**src/rtl/nvm_guard_pkg.sv**
```systemverilog
`timescale 1ns/1ps
package nvm_guard_pkg;
  localparam int DW = 8;

  localparam logic [1:0] REG_ADDR = 2'd0;
  localparam logic [1:0] REG_DATA = 2'd1;
  localparam logic [1:0] REG_CTRL = 2'd2;
  localparam logic [1:0] REG_KEY  = 2'd3;

  localparam int CB_RD   = 0;
  localparam int CB_WR   = 1;
  localparam int CB_WREN = 2;
  localparam int CB_DONE = 3;
  localparam int CB_IEN  = 4;
  localparam int CB_MSEL = 7;

  localparam logic [DW-1:0] KEY_FIRST  = 8'h55;
  localparam logic [DW-1:0] KEY_SECOND = 8'hAA;

  typedef enum logic [1:0] {
    UNL_IDLE  = 2'd0,
    UNL_HALF  = 2'd1,
    UNL_ARMED = 2'd2
  } unl_state_e;
endpackage

```
**src/rtl/nvm_unlock_seq.sv**
```systemverilog
`timescale 1ns/1ps
module nvm_unlock_seq
  import nvm_guard_pkg::*;
(
  input  logic          clk,
  input  logic          rst,
  input  logic          acc,
  input  logic          wr,
  input  logic [1:0]    addr,
  input  logic [DW-1:0] wdata,
  output logic          armed
);
  unl_state_e st_q;
  logic       key_wr;

  assign key_wr = acc && wr && (addr == REG_KEY);

  // Every access moves the tracker; only the exact next step advances it.
  always_ff @(posedge clk) begin
    if (rst) begin
      st_q <= UNL_IDLE;
    end else if (acc) begin
      if (key_wr && st_q == UNL_IDLE && wdata == KEY_FIRST)
        st_q <= UNL_HALF;
      else if (key_wr && st_q == UNL_HALF && wdata == KEY_SECOND)
        st_q <= UNL_ARMED;
      else
        st_q <= UNL_IDLE;
    end
  end

  assign armed = (st_q == UNL_ARMED);
endmodule

```
**src/rtl/nvm_byte_array.sv**
```systemverilog
`timescale 1ns/1ps
module nvm_byte_array #(
  parameter int AW = 6,
  parameter int W  = 8
) (
  input  logic          clk,
  input  logic          we,
  input  logic [AW-1:0] waddr,
  input  logic [W-1:0]  wdata,
  input  logic          re,
  input  logic [AW-1:0] raddr,
  output logic [W-1:0]  rdata
);
  localparam int DEPTH = 1 << AW;

  logic [W-1:0] mem [DEPTH];

  always_ff @(posedge clk) begin
    if (we) mem[waddr] <= wdata;
  end

  always_ff @(posedge clk) begin
    if (re) rdata <= mem[raddr];
  end
endmodule

```
**src/rtl/nvm_write_timer.sv**
```systemverilog
`timescale 1ns/1ps
module nvm_write_timer #(
  parameter int CYCLES = 20
) (
  input  logic clk,
  input  logic rst,
  input  logic start,
  output logic busy,
  output logic fire
);
  localparam int CW = (CYCLES < 2) ? 1 : $clog2(CYCLES);

  logic [CW-1:0] cnt_q;

  always_ff @(posedge clk) begin
    if (rst) begin
      busy  <= 1'b0;
      cnt_q <= '0;
    end else if (start && !busy) begin
      busy  <= 1'b1;
      cnt_q <= CW'(CYCLES - 1);
    end else if (busy) begin
      if (cnt_q == '0) busy <= 1'b0;
      else             cnt_q <= cnt_q - 1'b1;
    end
  end

  assign fire = busy && (cnt_q == '0);
endmodule

```
**src/rtl/nvm_guard_ctrl.sv**
```systemverilog
`timescale 1ns/1ps
module nvm_guard_ctrl
  import nvm_guard_pkg::*;
#(
  parameter int ADDR_W    = 6,
  parameter int WR_CYCLES = 20
) (
  input  logic          clk,
  input  logic          rst,
  input  logic          bus_valid,
  input  logic          bus_write,
  input  logic [1:0]    bus_addr,
  input  logic [DW-1:0] bus_wdata,
  output logic [DW-1:0] bus_rdata,
  output logic          irq
);
  logic [ADDR_W-1:0] addr_q;
  logic [DW-1:0]     data_q;
  logic [DW-1:0]     mem_q;
  logic              wren_q, ien_q, msel_q, done_q, rd_pend_q;
  logic              busy, fire, armed;
  logic              wr_addr, wr_data, wr_ctrl, rd_acc;
  logic              start_req, rd_strobe;
  logic [DW-1:0]     data_view, ctrl_view;

  assign wr_addr = bus_valid && bus_write && (bus_addr == REG_ADDR);
  assign wr_data = bus_valid && bus_write && (bus_addr == REG_DATA);
  assign wr_ctrl = bus_valid && bus_write && (bus_addr == REG_CTRL);
  assign rd_acc  = bus_valid && !bus_write;

  assign start_req = wr_ctrl && bus_wdata[CB_WR] && wren_q && armed && !busy;
  assign rd_strobe = wr_ctrl && bus_wdata[CB_RD] && !bus_wdata[CB_MSEL] && !busy;

  nvm_unlock_seq u_unlock (
    .clk   (clk),
    .rst   (rst),
    .acc   (bus_valid),
    .wr    (bus_write),
    .addr  (bus_addr),
    .wdata (bus_wdata),
    .armed (armed)
  );

  nvm_write_timer #(.CYCLES(WR_CYCLES)) u_timer (
    .clk   (clk),
    .rst   (rst),
    .start (start_req),
    .busy  (busy),
    .fire  (fire)
  );

  nvm_byte_array #(.AW(ADDR_W), .W(DW)) u_array (
    .clk   (clk),
    .we    (fire),
    .waddr (addr_q),
    .wdata (data_q),
    .re    (rd_strobe),
    .raddr (addr_q),
    .rdata (mem_q)
  );

  // Address and data are frozen for the whole write.
  always_ff @(posedge clk) begin
    if (rst) begin
      addr_q    <= '0;
      data_q    <= '0;
      rd_pend_q <= 1'b0;
    end else begin
      rd_pend_q <= rd_strobe;
      if (wr_addr && !busy) addr_q <= bus_wdata[ADDR_W-1:0];
      if (wr_data && !busy)  data_q <= bus_wdata;
      else if (rd_pend_q)    data_q <= mem_q;
    end
  end

  always_ff @(posedge clk) begin
    if (rst) begin
      wren_q <= 1'b0;
      ien_q  <= 1'b0;
      msel_q <= 1'b0;
      done_q <= 1'b0;
    end else begin
      if (wr_ctrl) begin
        wren_q <= bus_wdata[CB_WREN];
        ien_q  <= bus_wdata[CB_IEN];
        msel_q <= bus_wdata[CB_MSEL];
      end
      if (fire)                                done_q <= 1'b1;
      else if (wr_ctrl && !bus_wdata[CB_DONE]) done_q <= 1'b0;
    end
  end

  // A read issued right after the strobe sees the array output directly.
  assign data_view = rd_pend_q ? mem_q : data_q;

  always_comb begin
    ctrl_view          = '0;
    ctrl_view[CB_WR]   = busy;
    ctrl_view[CB_WREN] = wren_q;
    ctrl_view[CB_DONE] = done_q;
    ctrl_view[CB_IEN]  = ien_q;
    ctrl_view[CB_MSEL] = msel_q;
  end

  always_ff @(posedge clk) begin
    if (rst) begin
      bus_rdata <= '0;
    end else if (rd_acc) begin
      case (bus_addr)
        REG_ADDR: bus_rdata <= DW'(addr_q);
        REG_DATA: bus_rdata <= data_view;
        REG_CTRL: bus_rdata <= ctrl_view;
        default:  bus_rdata <= '0;
      endcase
    end
  end

  assign irq = done_q & ien_q;
endmodule

```
**config.mk**
```make
export PLATFORM = sky130hd
export DESIGN_NAME = nvm_guard_ctrl
export DESIGN_NICKNAME = d
export VERILOG_FILES = /design/src/rtl/nvm_guard_pkg.sv /design/src/rtl/nvm_unlock_seq.sv /design/src/rtl/nvm_byte_array.sv /design/src/rtl/nvm_write_timer.sv /design/src/rtl/nvm_guard_ctrl.sv
export SDC_FILE = /design/constraint.sdc
export NUM_CORES = 1
export LEC_CHECK = 0
export BUFFER_PORTS_ARGS = -buffer_cell sky130_fd_sc_hd__buf_2
export CAP_MARGIN = 10
export CORE_ASPECT_RATIO = 0.9
export CORE_UTILIZATION = 39
export CTS_CLUSTER_SIZE = 16
export DETAILED_ROUTE_END_ITERATION = 8
export REMOVE_ABC_BUFFERS = 1
export SYNTH_ARGS = -nofsm -noshare
export SYNTH_HDL_FRONTEND = slang
export SYNTH_HIERARCHICAL = 1
export SYNTH_SLANG_ARGS = --single-unit
```
**constraint.sdc**
```tcl
create_clock -name clk -period 4.8 [get_ports clk]
set_clock_uncertainty 0.1 [all_clocks]
set_input_delay 0.96 -clock clk [delete_from_list [all_inputs] [get_ports clk]]
set_output_delay 0.96 -clock clk [all_outputs]
set_load 0.02 [all_outputs]
```
== After elaboration in Yosys (flattened, before gate mapping) ==
Memory sizes are Yosys's and may differ from the RTL's. A register that Yosys moved wholly into a read port is not among the register bits.
Index checks and enable logic that the tools add are counted.

* Register bits after elaboration: 35
* RAM bits: 512
* Bits of input ports: 14
* Output and inout port bits: 9
* Memories kept: 1

{| class="wikitable"
|+ Memory list
! name !! depth !! bits a word !! read ports !! clocked after memory_dff !! write ports !! RTL line !! text
|-
| u_array.mem || 64 || 8 || 1 || 1 || 1 || nvm_byte_array.sv:16 || <nowiki>logic [W-1:0] mem [DEPTH];</nowiki>
|}

* Add/subtract/negate cells: 1
* Eq/ne operators: 8
* Multiplexer cells: 15
* Bitwise logic cells: 2
* Reduce and logical (&&, ||, !) cells: 34

{| class="wikitable"
|+ Operator list
! operator !! number
|-
| 8-bit one-hot mux with 3 select lines || 1
|-
| 1-bit logical AND || 22
|-
| 8-bit two-way mux || 2
|-
| 5-bit two-way mux || 3
|-
| 8-bit by 7-bit equality test with 1-bit output (second input constant) || 1
|-
| 8-bit equality test (second input constant) || 1
|-
| 1-bit two-way mux || 7
|-
| 2-bit equality test (second input constant) || 3
|-
| 5-bit zero test || 1
|-
| 5-bit by 1-bit subtractor with 5-bit output (second input constant) || 1
|-
| 2-bit by 1-bit equality test with 1-bit output (second input constant) || 2
|-
| 1-bit zero test || 4
|-
| 2-bit zero test || 2
|-
| 2-bit two-way mux || 2
|-
| 2-bit AND reduction || 2
|-
| 2-bit nonzero test || 2
|-
| 2-bit by 1-bit != test with 1-bit output (second input constant) || 1
|-
| 2-bit OR reduction || 1
|-
| 1-bit AND || 1
|-
| 1-bit NOT || 1
|}

== Longest topological paths before layout ==
Gate-level depths: netlist of the first run.

* Depth after elaboration: 9
* Gate-level depth with buffers: 9
* Gate-level depth less buffers: 7

== By module ==
Netlist of the first run, hierarchy kept.

{| class="wikitable"
|+ By module, submodules not included
! module !! instances !! cells an instance !! area an instance (µm²) !! sequential area each (µm²)
|-
| nvm_byte_array || 1 || 940 || 20246.9 || 15615.0
|-
| nvm_guard_ctrl || 1 || 133 || 1236.2 || 540.5
|-
| nvm_write_timer || 1 || 32 || 297.8 || 120.1
|-
| nvm_unlock_seq || 1 || 16 || 143.9 || 40.0
|}

== Worst setup path after synthesis of the first run ==
No wires, ideal clock.

* Path type: reg-to-reg
* Start: register u_timer.busy
* End: memory u_array.mem[62][0] (enable)
* Setup time: 370 ps
* Arrival: 2086 ps
* Slack: 2244 ps
* Cell stages (with the launch flop): 7
* Path buffers: 1
* Period minus slack after synthesis: 2556 ps
* Path through: dfxtp_1 -> buf_2 -> nand3b_1 -> nor3_1 -> nor2b_1 -> nand3_1 -> nor2_1

* Word-level cells in the longest chain between the ends: 3

{| class="wikitable"
|+ Ends and longest elaborated chain
! what !! RTL line !! text
|-
| start: declaration || nvm_write_timer.sv:8 || <nowiki>output logic busy,</nowiki>
|-
| start signal: assignment || nvm_write_timer.sv:17 || <nowiki>busy <= 1'b0;</nowiki>
|-
| start signal: assignment || nvm_write_timer.sv:20 || <nowiki>busy <= 1'b1;</nowiki>
|-
| start signal: assignment || nvm_write_timer.sv:23 || <nowiki>if (cnt_q == '0) busy <= 1'b0;</nowiki>
|-
| 1-bit logical AND || nvm_write_timer.sv:28 || <nowiki>assign fire = busy && (cnt_q == '0);</nowiki>
|-
| net fire || nvm_guard_ctrl.sv:21 || <nowiki>logic busy, fire, armed;</nowiki>
|-
| 1-bit two-way mux || nvm_byte_array.sv:19 || <nowiki>if (we) mem[waddr] <= wdata;</nowiki>
|-
| 1-bit two-way mux (implied by the code) || nvm_byte_array.sv:19 ||
|-
| end: declaration || nvm_byte_array.sv:16 ||
|}

The timed path passes the listed nets, and every way through them passes these cells.

==> results of run 1 <==
## placed cells by master (no fill, tap or decap), drive strengths merged, types with 3 or more instances in the layout
cell type,count
mux4,126
mux2,17
o2111ai,3
inv,4
clkinv,21
dfxtp,35
nand3,21
o21ai,14
o221ai,8
a211oi,11
edfxtp,520
bufinv,6
and4bb,3
nor3,21
o22ai,12
buf,44
clkbuf,70
nand4b,5
nand2,27
a21oi,20
nor2,91
nor2b,18
a221oi,6
nand3b,7
mux2i,34
clkinvlp,4
a22oi,4
nand2b,12
o2bb2ai,3
a22o,4
## worst paths after layout
check	slack [ps]	cells after the start	end	startpoint
setup reg to reg	1310	6	u_array/rdata[2]	addr_q[0]
hold / removal	350	2	bus_rdata[0]	bus_rdata[0]
setup / recovery	1310	6	u_array/rdata[2]	addr_q[0]
hold reg to reg	350	2	bus_rdata[0]	bus_rdata[0]
## synthesized netlist by cell type, types with 3 or more instances
master and n:
a211oi_1 11, a21oi_1 18, a221oi_1 6, a22o_1 4
a22oi_1 4, buf_1 4, buf_2 17, buf_4 14
buf_6 4, clkbuf_1 20, dfxtp_1 35, edfxtp_1 520
inv_1 3, mux2_2 17, mux2i_1 34, mux4_2 126
nand2_1 27, nand2b_1 12, nand3_1 21, nand3b_1 7
nand4b_1 4, nor2_1 91, nor2b_1 18, nor3_1 21
o2111ai_1 3, o21ai_0 10, o21ai_1 4, o221ai_1 8
o22ai_1 12, o2bb2ai_1 3
## registers in the layout, indices dropped and copies added (netlist names)
register       flops
u_array/mem      512
bus_rdata          8
data_q             8
u_array/rdata      8
addr_q             6
u_timer/cnt_q      5
u_unlock/st_q      2
done_q             1
ien_q              1
msel_q             1
rd_pend_q          1
u_timer/busy       1
wren_q             1
## report_power, final
group	internal (mW)	total (mW)	switching, mW
logic	0.0718	0.210	0.139
registers	5.27	5.29	0.0192
clock network	2.49	4.29	1.79
## area by class of cell
cell class,count,share of cell area
Clock inverter,32,0.0129
Tap cell,756,0.0384
Multi-Input combinational cell,502,0.212
Clock buffer,70,0.0599
Inverter,3,0.000457
Timing Repair Buffer,44,0.0127
Sequential cell,555,0.663
## critical path, delay by kind of cell (launching register included)
| kind | cells | cell delay (ps) |
|---|---|---|
| buffers and inverters | 1 | 360 |
| flip-flops | 1 | 810 |
| AND/OR/NAND/NOR | 2 | 600 |
| AO/OA/AOI/OAI | 1 | 160 |
| multiplexers | 2 | 1130 |
## cells by family (layout without fill, tap and decap cells)
logic type                 after synthesis  in the layout
and+or+nand+nor                        221            221
AOI/OAI and AO/OA                      103            103
muxes                                  177            177
DFF                                    555            555
buffers and inverters                   64            149
adders and majority gates                1              1
## routing by layer
| layer | global-route usage | vias up | part of all wire |
|---|---|---|---|
| met1 | 0.265 | 5854 | 0.46 |
| met3 | 0.0281 | 58 | 0.060 |
| met2 | 0.269 | 329 | 0.46 |
| li1 | - | 4707 | - |
| met5 | 0 | - | 0 |
| met4 | 0.0354 | 0 | 0.014 |
## through the flow
step | setup TNS, ps | setup slack, ps | cell area (um2) | cells | hold slack, ps
2_1_floorplan | -1145290 | -2730 | 21600 | 1060 | 330
3_3_place_gp | 0 | 1280 | 22800 | 1860 | 343
3_5_place_dp | 0 | 1240 | 22800 | 1860 | 347
4_1_cts | 0 | 1230 | 24600 | 1962 | 356
6_report | 0 | 1310 | 24600 | 1962 | 355
5_1_grt | 0 | 1190 | 24600 | 1962 | 381
==> results.cfg, run 1 <==
[status]
outcome = complete, no violations

[grt]
grt_max_degree = 72
antenna_found_initial = 0
grt_pass1_vias = 10766
grt.total_usage = 0.175
grt_pass1_wl_mm = 73.1
overflow = 0

[setup_path]
worstPathMaxFanout = 42
criticalPathCategory = reg2reg
cp_cell_sequence = buf_12, mux4_2, mux4_2, nor2_1, nor3_1, o2bb2ai_1
arrival_ps = 3700
cpMostUsedCell = mux4_2
slowest_delay_ps = 810
required_ps = 5010
end_kind = flip-flop
startpoint_type = flip-flop
crit_slowest_cell = dfxtp_4

[synth]
ys_warn_count = 6
synth_compound_gate_area_share = 0.0333
synthAdderAreaFrac = 0.000571
synthCells = 1121
yosys.area.top_type = edfxtp_1
ys.flop_type = edfxtp_1
syn_area_um2 = 21900
synth_top_family_by_area = multiplexers
ys_ff_latch = 555
netlist-cell-type-count = 59
synth_xor_area_frac = 0
synthMuxAreaShare = 0.154
async_flop_share = 0
synth_area_per_cell_um2 = 19.6
yosysTopAreaCellShare = 0.712
yosysSeqAreaShare = 0.744
synth-simple-area-share = 0.0511
synth_top_cells_by_area = edfxtp_1 (71%), mux4_2 (13%), dfxtp_1 (3.2%), nor2_1 (1.6%), mux2i_1 (1.6%)
synth_edf_count = 520

[final_layout]
antenna_cells = 0
fin_nets = 1176
seq_area_um2 = 16300
multiInputGateArea_um2 = 5230
drive_gt1_frac = 0.236
nFillCells = 4792
area_growth_pct = 12.4
final_util = 0.443

[placed_design]
gp_congestion = 0.779
port_buffers = 22
dp_hpwl_mm = 29.7

[timing]
finalSetupViolCount = 0
rsz0062_at_grt = no
period_minus_slack_ps = 3490
hold_violations = 0
max_freq_mhz = 287
maxSlewViolCount = 0
fin_crit_sh = 0.727
slew_headroom = 0.316
tightestPinTransition_ps = 1020

[power]
ir_drop_uv = 243
p_total_mw = 9.78
p_per_area_nw_per_um2 = 397
p_leak_nw = 7.07

[routing]
drtIter0Drc = 1002
drc = 0
viasPerCell = 5.58
vias = 10948
wirelength_mm = 49.7
drt_first_pass_iters = 5
detail-route-antenna-nets = 0
avgRoutedWirePerCell_um = 25.3

[clock_network]
clock_path_buffers = 3
clock_latency_ps = 600
clkTransAtPathRegs_ps = 60
post_cts_resized = 0
clock_sinks = 555
numCtsBuffers = 55
cts_tree = built
cts_root_buffer = clkbuf_16
ctsHoldBuffers = 0
cts_setup_buffers = 0
cts_htree_levels = 2

[run]
max-cap-violations = 0

[floorplan]
design.core.area_um2 = 55600
ioPinCount = 23
die_y_um = 227
die_w_um = 252
start_util = 0.394
row_count = 82
die_area_um2 = 57200

[hold_path]
min_path_type = reg2reg
Note: power is estimated with default switching activity, not from simulation.
==> run 2: changes to the inputs <==
==> constraint.sdc (replaced) <==
create_clock -name clk -period 3.3 [get_ports clk]
set_clock_uncertainty 0.1 [all_clocks]
set_input_delay 0.66 -clock clk [delete_from_list [all_inputs] [get_ports clk]]
set_output_delay 0.66 -clock clk [all_outputs]
set_load 0.02 [all_outputs]
==> run 2 against run 1 <==
Wire length rose by 1.7%. Fmax rose by 17%. Via count rose by 2.4%. Die area did not move. Sequential cell count did not move. Critical path depth rose by 1. Register-to-register slack got worse by 1000 ps. Cell count rose by 4.2%. Clock power rose by 47%. Critical path type unchanged. Largest cell class unchanged. Highest routed layer unchanged.
==> results.cfg, run 2 (synthesis results as in run 1) <==
[routing]
drt_first_pass_iters = 7
vias = 11216
drc = 0
wirelength_mm = 50.5
viasPerCell = 5.48
detail-route-antenna-nets = 0
avgRoutedWirePerCell_um = 24.7
drtIter0Drc = 1068

[grt]
grt_pass1_wl_mm = 75.6
antenna_found_initial = 0
grt_max_degree = 65
grt_pass1_vias = 11307
grt.total_usage = 0.180
overflow = 0

[floorplan]
die_w_um = 252
die_y_um = 227
ioPinCount = 23
die_area_um2 = 57200
row_count = 82
start_util = 0.394
design.core.area_um2 = 55600

[placed_design]
dp_cells = 1941
dp_hpwl_mm = 32.0
gp_congestion = 0.817
port_buffers = 22

[run]
max-cap-violations = 0

[clock_network]
ctsHoldBuffers = 0
cts_tree = built
cts_htree_levels = 2
clkTransAtPathRegs_ps = 60
cts_root_buffer = clkbuf_16
cts_setup_buffers = 0
clock_path_buffers = 3
clock_sinks = 555
post_cts_resized = 0
clock_latency_ps = 610
numCtsBuffers = 56

[setup_path]
criticalPathCategory = reg2reg
required_ps = 3430
arrival_ps = 3120
worstPathMaxFanout = 8
end_kind = flip-flop
startpoint_type = flip-flop

[timing]
finalSetupViolCount = 0
slew_headroom = 0.373
hold_ws_ps = 259
maxSlewViolCount = 0
max_freq_mhz = 335
period_minus_slack_ps = 2990
rsz0062_at_grt = no
tightestPinTransition_ps = 941
hold_violations = 0
fin_crit_sh = 0.905

[final_layout]
regMostFlops = u_array/mem
stdcell_count = 2045
largest_reg_flops = 512
area_growth_pct = 15.5
final_common_cell = edfxtp_1
layout_common_cells = edfxtp_1 (520), mux4_2 (126), buf_4 (97)
nFillCells = 4732
antenna_cells = 0
drive_gt1_frac = 0.286
fin_nets = 1258

[status]
outcome = complete, no violations

[power]
p_per_area_nw_per_um2 = 566
p_leak_nw = 7.55
ir_drop_uv = 364

[hold_path]
min_path_type = in2reg
run 2: cell count changes in the layout (fill, tap and decap cells not counted), moves of 2 or more:
cell | previous run | this run
buf_4 | 19 | 97
buf_12 | 3 | 6
clkinv_2 | 5 | 8
clkbuf_1 | 13 | 11
clkbuf_8 | 0 | 2
clkinvlp_4 | 4 | 2
run 2: final timing paths:
kind | start | to | slack (ps) | cells after the start
min reg2reg | bus_rdata[0] | bus_rdata[0] | 360 | 2
max | u_timer/cnt_q[0] | u_array/mem[57][2] | 310 | 7
min | bus_wdata[3] | addr_q[3] | 260 | 3
max reg2reg | u_timer/cnt_q[0] | u_array/mem[57][2] | 310 | 7
run 2: layer usage:
metal | track usage | up-vias | part of all wire
li1 | - | 4862 | -
met1 | 0.267 | 5912 | 0.45
met2 | 0.281 | 373 | 0.47
met3 | 0.0260 | 69 | 0.061
met4 | 0.0454 | 0 | 0.019
met5 | 0 | - | 0
run 2: layout make-up:
cell class	instances	area [um2]	share of cell area
clock inverter	33	317	0.0125
timing repair buffer	125	958	0.0378
tap	756	946	0.0374
inverter	3	11.3	0.000445
clock buffer	71	1520	0.0600
sequential	555	16300	0.645
multi-input combinational	502	5230	0.207
run 2: per-stage QoR:
step           area [um2]  total power, mW  utilization  setup slack, ps  TNS [ps]
4_1_cts             25300             14.5        0.455              331         0
3_3_place_gp        23500             8.15        0.422              391         0
3_5_place_dp        23500             8.16        0.422              336         0
2_1_floorplan       21600             8.03            -            -4230  -1928290
6_report            25300             14.3        0.455              312         0
5_1_grt             25300             14.7        0.455              202         0
run 2: power breakdown:
group	internal, mW	switching [mW]	total (mW)
clock	3.71	2.61	6.32
sequential	7.66	0.0503	7.71
combinational	0.115	0.180	0.295
total	11.5	2.84	14.3
run 2: critical path: stages (launching register included):
cell and delay (ps):
dfxtp_1 320, inv_1 100, ha_1 210, nand3b_1 130
nor3_1 160, buf_4 220, nand3_1 490, nor2_1 880
==> run 3: changes to the inputs <==
--- a/config.mk
+++ b/config.mk
@@ -5,12 +5,16 @@
 export SDC_FILE = /design/constraint.sdc
 export NUM_CORES = 1
 export LEC_CHECK = 0
-export BUFFER_PORTS_ARGS = -buffer_cell sky130_fd_sc_hd__buf_2
 export CAP_MARGIN = 10
+export CELL_PAD_IN_SITES_DETAIL_PLACEMENT = 0
+export CELL_PAD_IN_SITES_GLOBAL_PLACEMENT = 1
 export CORE_ASPECT_RATIO = 0.9
 export CORE_UTILIZATION = 39
 export CTS_CLUSTER_SIZE = 16
 export DETAILED_ROUTE_END_ITERATION = 8
+export DONT_BUFFER_PORTS = 1
+export GPL_TIMING_DRIVEN = 0
+export PLACE_DENSITY_LB_ADDON = 0.1
 export REMOVE_ABC_BUFFERS = 1
 export SYNTH_ARGS = -nofsm -noshare
 export SYNTH_HDL_FRONTEND = slang
==> run 3 against run 2 <==
Sequential share of layout area up 0.50 points. Power down 1.1%. Die area unchanged. Cell count down 4.7%. Utilization down 0.34 points. Clock power down 3%. Wire length up 4.0%. Worst hold slack worse by 180 ps. Combinational power about the same. Sequential power about the same. Sequential cell count unchanged. Via count down 4.6%. Critical endpoint is now u_array/mem[62][6]. Largest cell class unchanged. Highest routed layer unchanged.
==> results.cfg, run 3 (synthesis results as in run 1) <==
[final_layout]
layout_common_cells = edfxtp_1 (520), mux4_2 (126), clkbuf_16 (59)
fin_nets = 1161
nFillCells = 4837
regMostFlops = u_array/mem
drive_gt1_frac = 0.280
largest_reg_flops = 512
stdcell_count = 1948
final_common_cell = edfxtp_1
area_growth_pct = 14.6
final_util = 0.452
antenna_cells = 0

[hold_path]
min_delay_path_depth = 2
min_path_type = in2reg

[setup_path]
criticalPathCategory = reg2reg
rr_endpoint = u_array/mem[62][6]
rr_startpoint = u_timer/busy
arrival_ps = 3390
worst_r2r_path_depth = 6
end_kind = flip-flop
required_ps = 3470
worstSetupEndpoint = u_array/mem[62][6]
startpoint_type = flip-flop
rrSetupSlack_ps = 80
critPathLaunch = u_timer/busy
worstPathMaxFanout = 14

[timing]
rsz0062_at_grt = yes
hold_violations = 0
finalSetupViolCount = 0
tightestPinTransition_ps = 1190
hold_ws_ps = 83.9
period_minus_slack_ps = 3220
max_freq_mhz = 311
slew_headroom = 0.203
fin_crit_sh = 0.975
maxSlewViolCount = 0
finalSetupTns_ps = 0

[floorplan]
die_y_um = 227
row_count = 82
start_util = 0.394
die_area_um2 = 57200
ioPinCount = 23
design.core.area_um2 = 55600
die_w_um = 252

[routing]
wirelength_mm = 52.5
detail-route-antenna-nets = 0
vias = 10704
drtIter0Drc = 990
viasPerCell = 5.49
drt_first_pass_iters = 5
avgRoutedWirePerCell_um = 27.0
drc = 0

[power]
ir_drop_uv = 359
p_per_area_nw_per_um2 = 564
p_leak_nw = 7.09

[clock_network]
cts_tree = built
numCtsBuffers = 58
clock_path_buffers = 3
cts_htree_levels = 2
cts_root_buffer = clkbuf_16
clock_latency_ps = 610
clock_sinks = 555
clkTransAtPathRegs_ps = 60

[grt]
met1_usage = 0.278
top_usage_layer = met2
grt_max_degree = 60
grt_pass1_wl_mm = 76.5
overflow = 0
met2_usage = 0.282
grtUsageMet3 = 0.0335
antenna_found_initial = 0
grt.total_usage = 0.187
grt_pass1_vias = 10855

[run]
max-cap-violations = 0

[placed_design]
dp_hpwl_mm = 31.0
dp_cells = 1833
gp_congestion = 0.744
port_buffers = 0

[status]
outcome = complete, no violations
-- run 3: cell count changes in the layout (fill, tap and decap cells not counted), moves of 8 or more --
cell and delta:
buf_4 -92, nor2_1 -56, nor2_2 +29, nor2_4 +27
buf_2 -22, buf_16 +8
-- run 3: metal layers --
layer	routed length [um]	vias up
met5	0	-
met4	1030	0
met3	2450	68
met2	23900	238
met1	25100	5695
li1	-	4703
-- run 3: layout make-up --
type	count	area [um2]	share of cell area
Tap cell	756	946	0.0376
Multi-Input combinational cell	502	5550	0.221
Sequential cell	555	16300	0.650
Clock buffer	74	1530	0.0610
Inverter	3	11.3	0.000448
Clock inverter	32	241	0.00961
Timing Repair Buffer	26	508	0.0202
-- run 3: worst max-delay path, cell delays in order, from the launching register on --
cell,delay [ps]
dfxtp_1,670
nand3b_1,260
nor3_4,270
buf_12,150
nor2b_1,360
nand3_2,550
nor2_4,500
-- run 3: power by group --
part	internal [mW]	total, mW	switching [mW]
Clock	3.50	6.16	2.66
Combinational	0.118	0.298	0.180
Sequential	7.66	7.71	0.0507
Total	11.3	14.2	2.89
-- run 3: timing repair --
item,4_1_cts,5_1_grt
hold buffers,1,0
hold endpoints to repair,28,0
gates cloned,0,0
resized for setup,78,13
setup endpoints to repair,454,403
buffers inserted,5,3
pin swaps,1,1
-- run 3: worst min path at each step --
stage | slack, ps | from | endpoint
after floorplan | 330 | u_unlock/st_q[1] | u_unlock/st_q[1]
after global placement | 360 | u_unlock/st_q[1] | u_unlock/st_q[1]
after detailed placement | 360 | u_unlock/st_q[1] | u_unlock/st_q[1]
after CTS | 40 | bus_wdata[4] | addr_q[4]
after global routing | 60 | bus_wdata[4] | addr_q[4]
final | 80 | bus_wdata[4] | addr_q[4]
-- run 3: per-stage QoR --
stage | area (um2) | setup WS [ps] | power [mW]
after floorplan | 21600 | -4230 | 8.03
after global placement | 22500 | -10360 | 8.16
after detailed placement | 22900 | -632 | 8.15
after CTS | 25000 | -236 | 14.3
after global routing | 25100 | -71.6 | 14.6
final | 25100 | 83.3 | 14.2
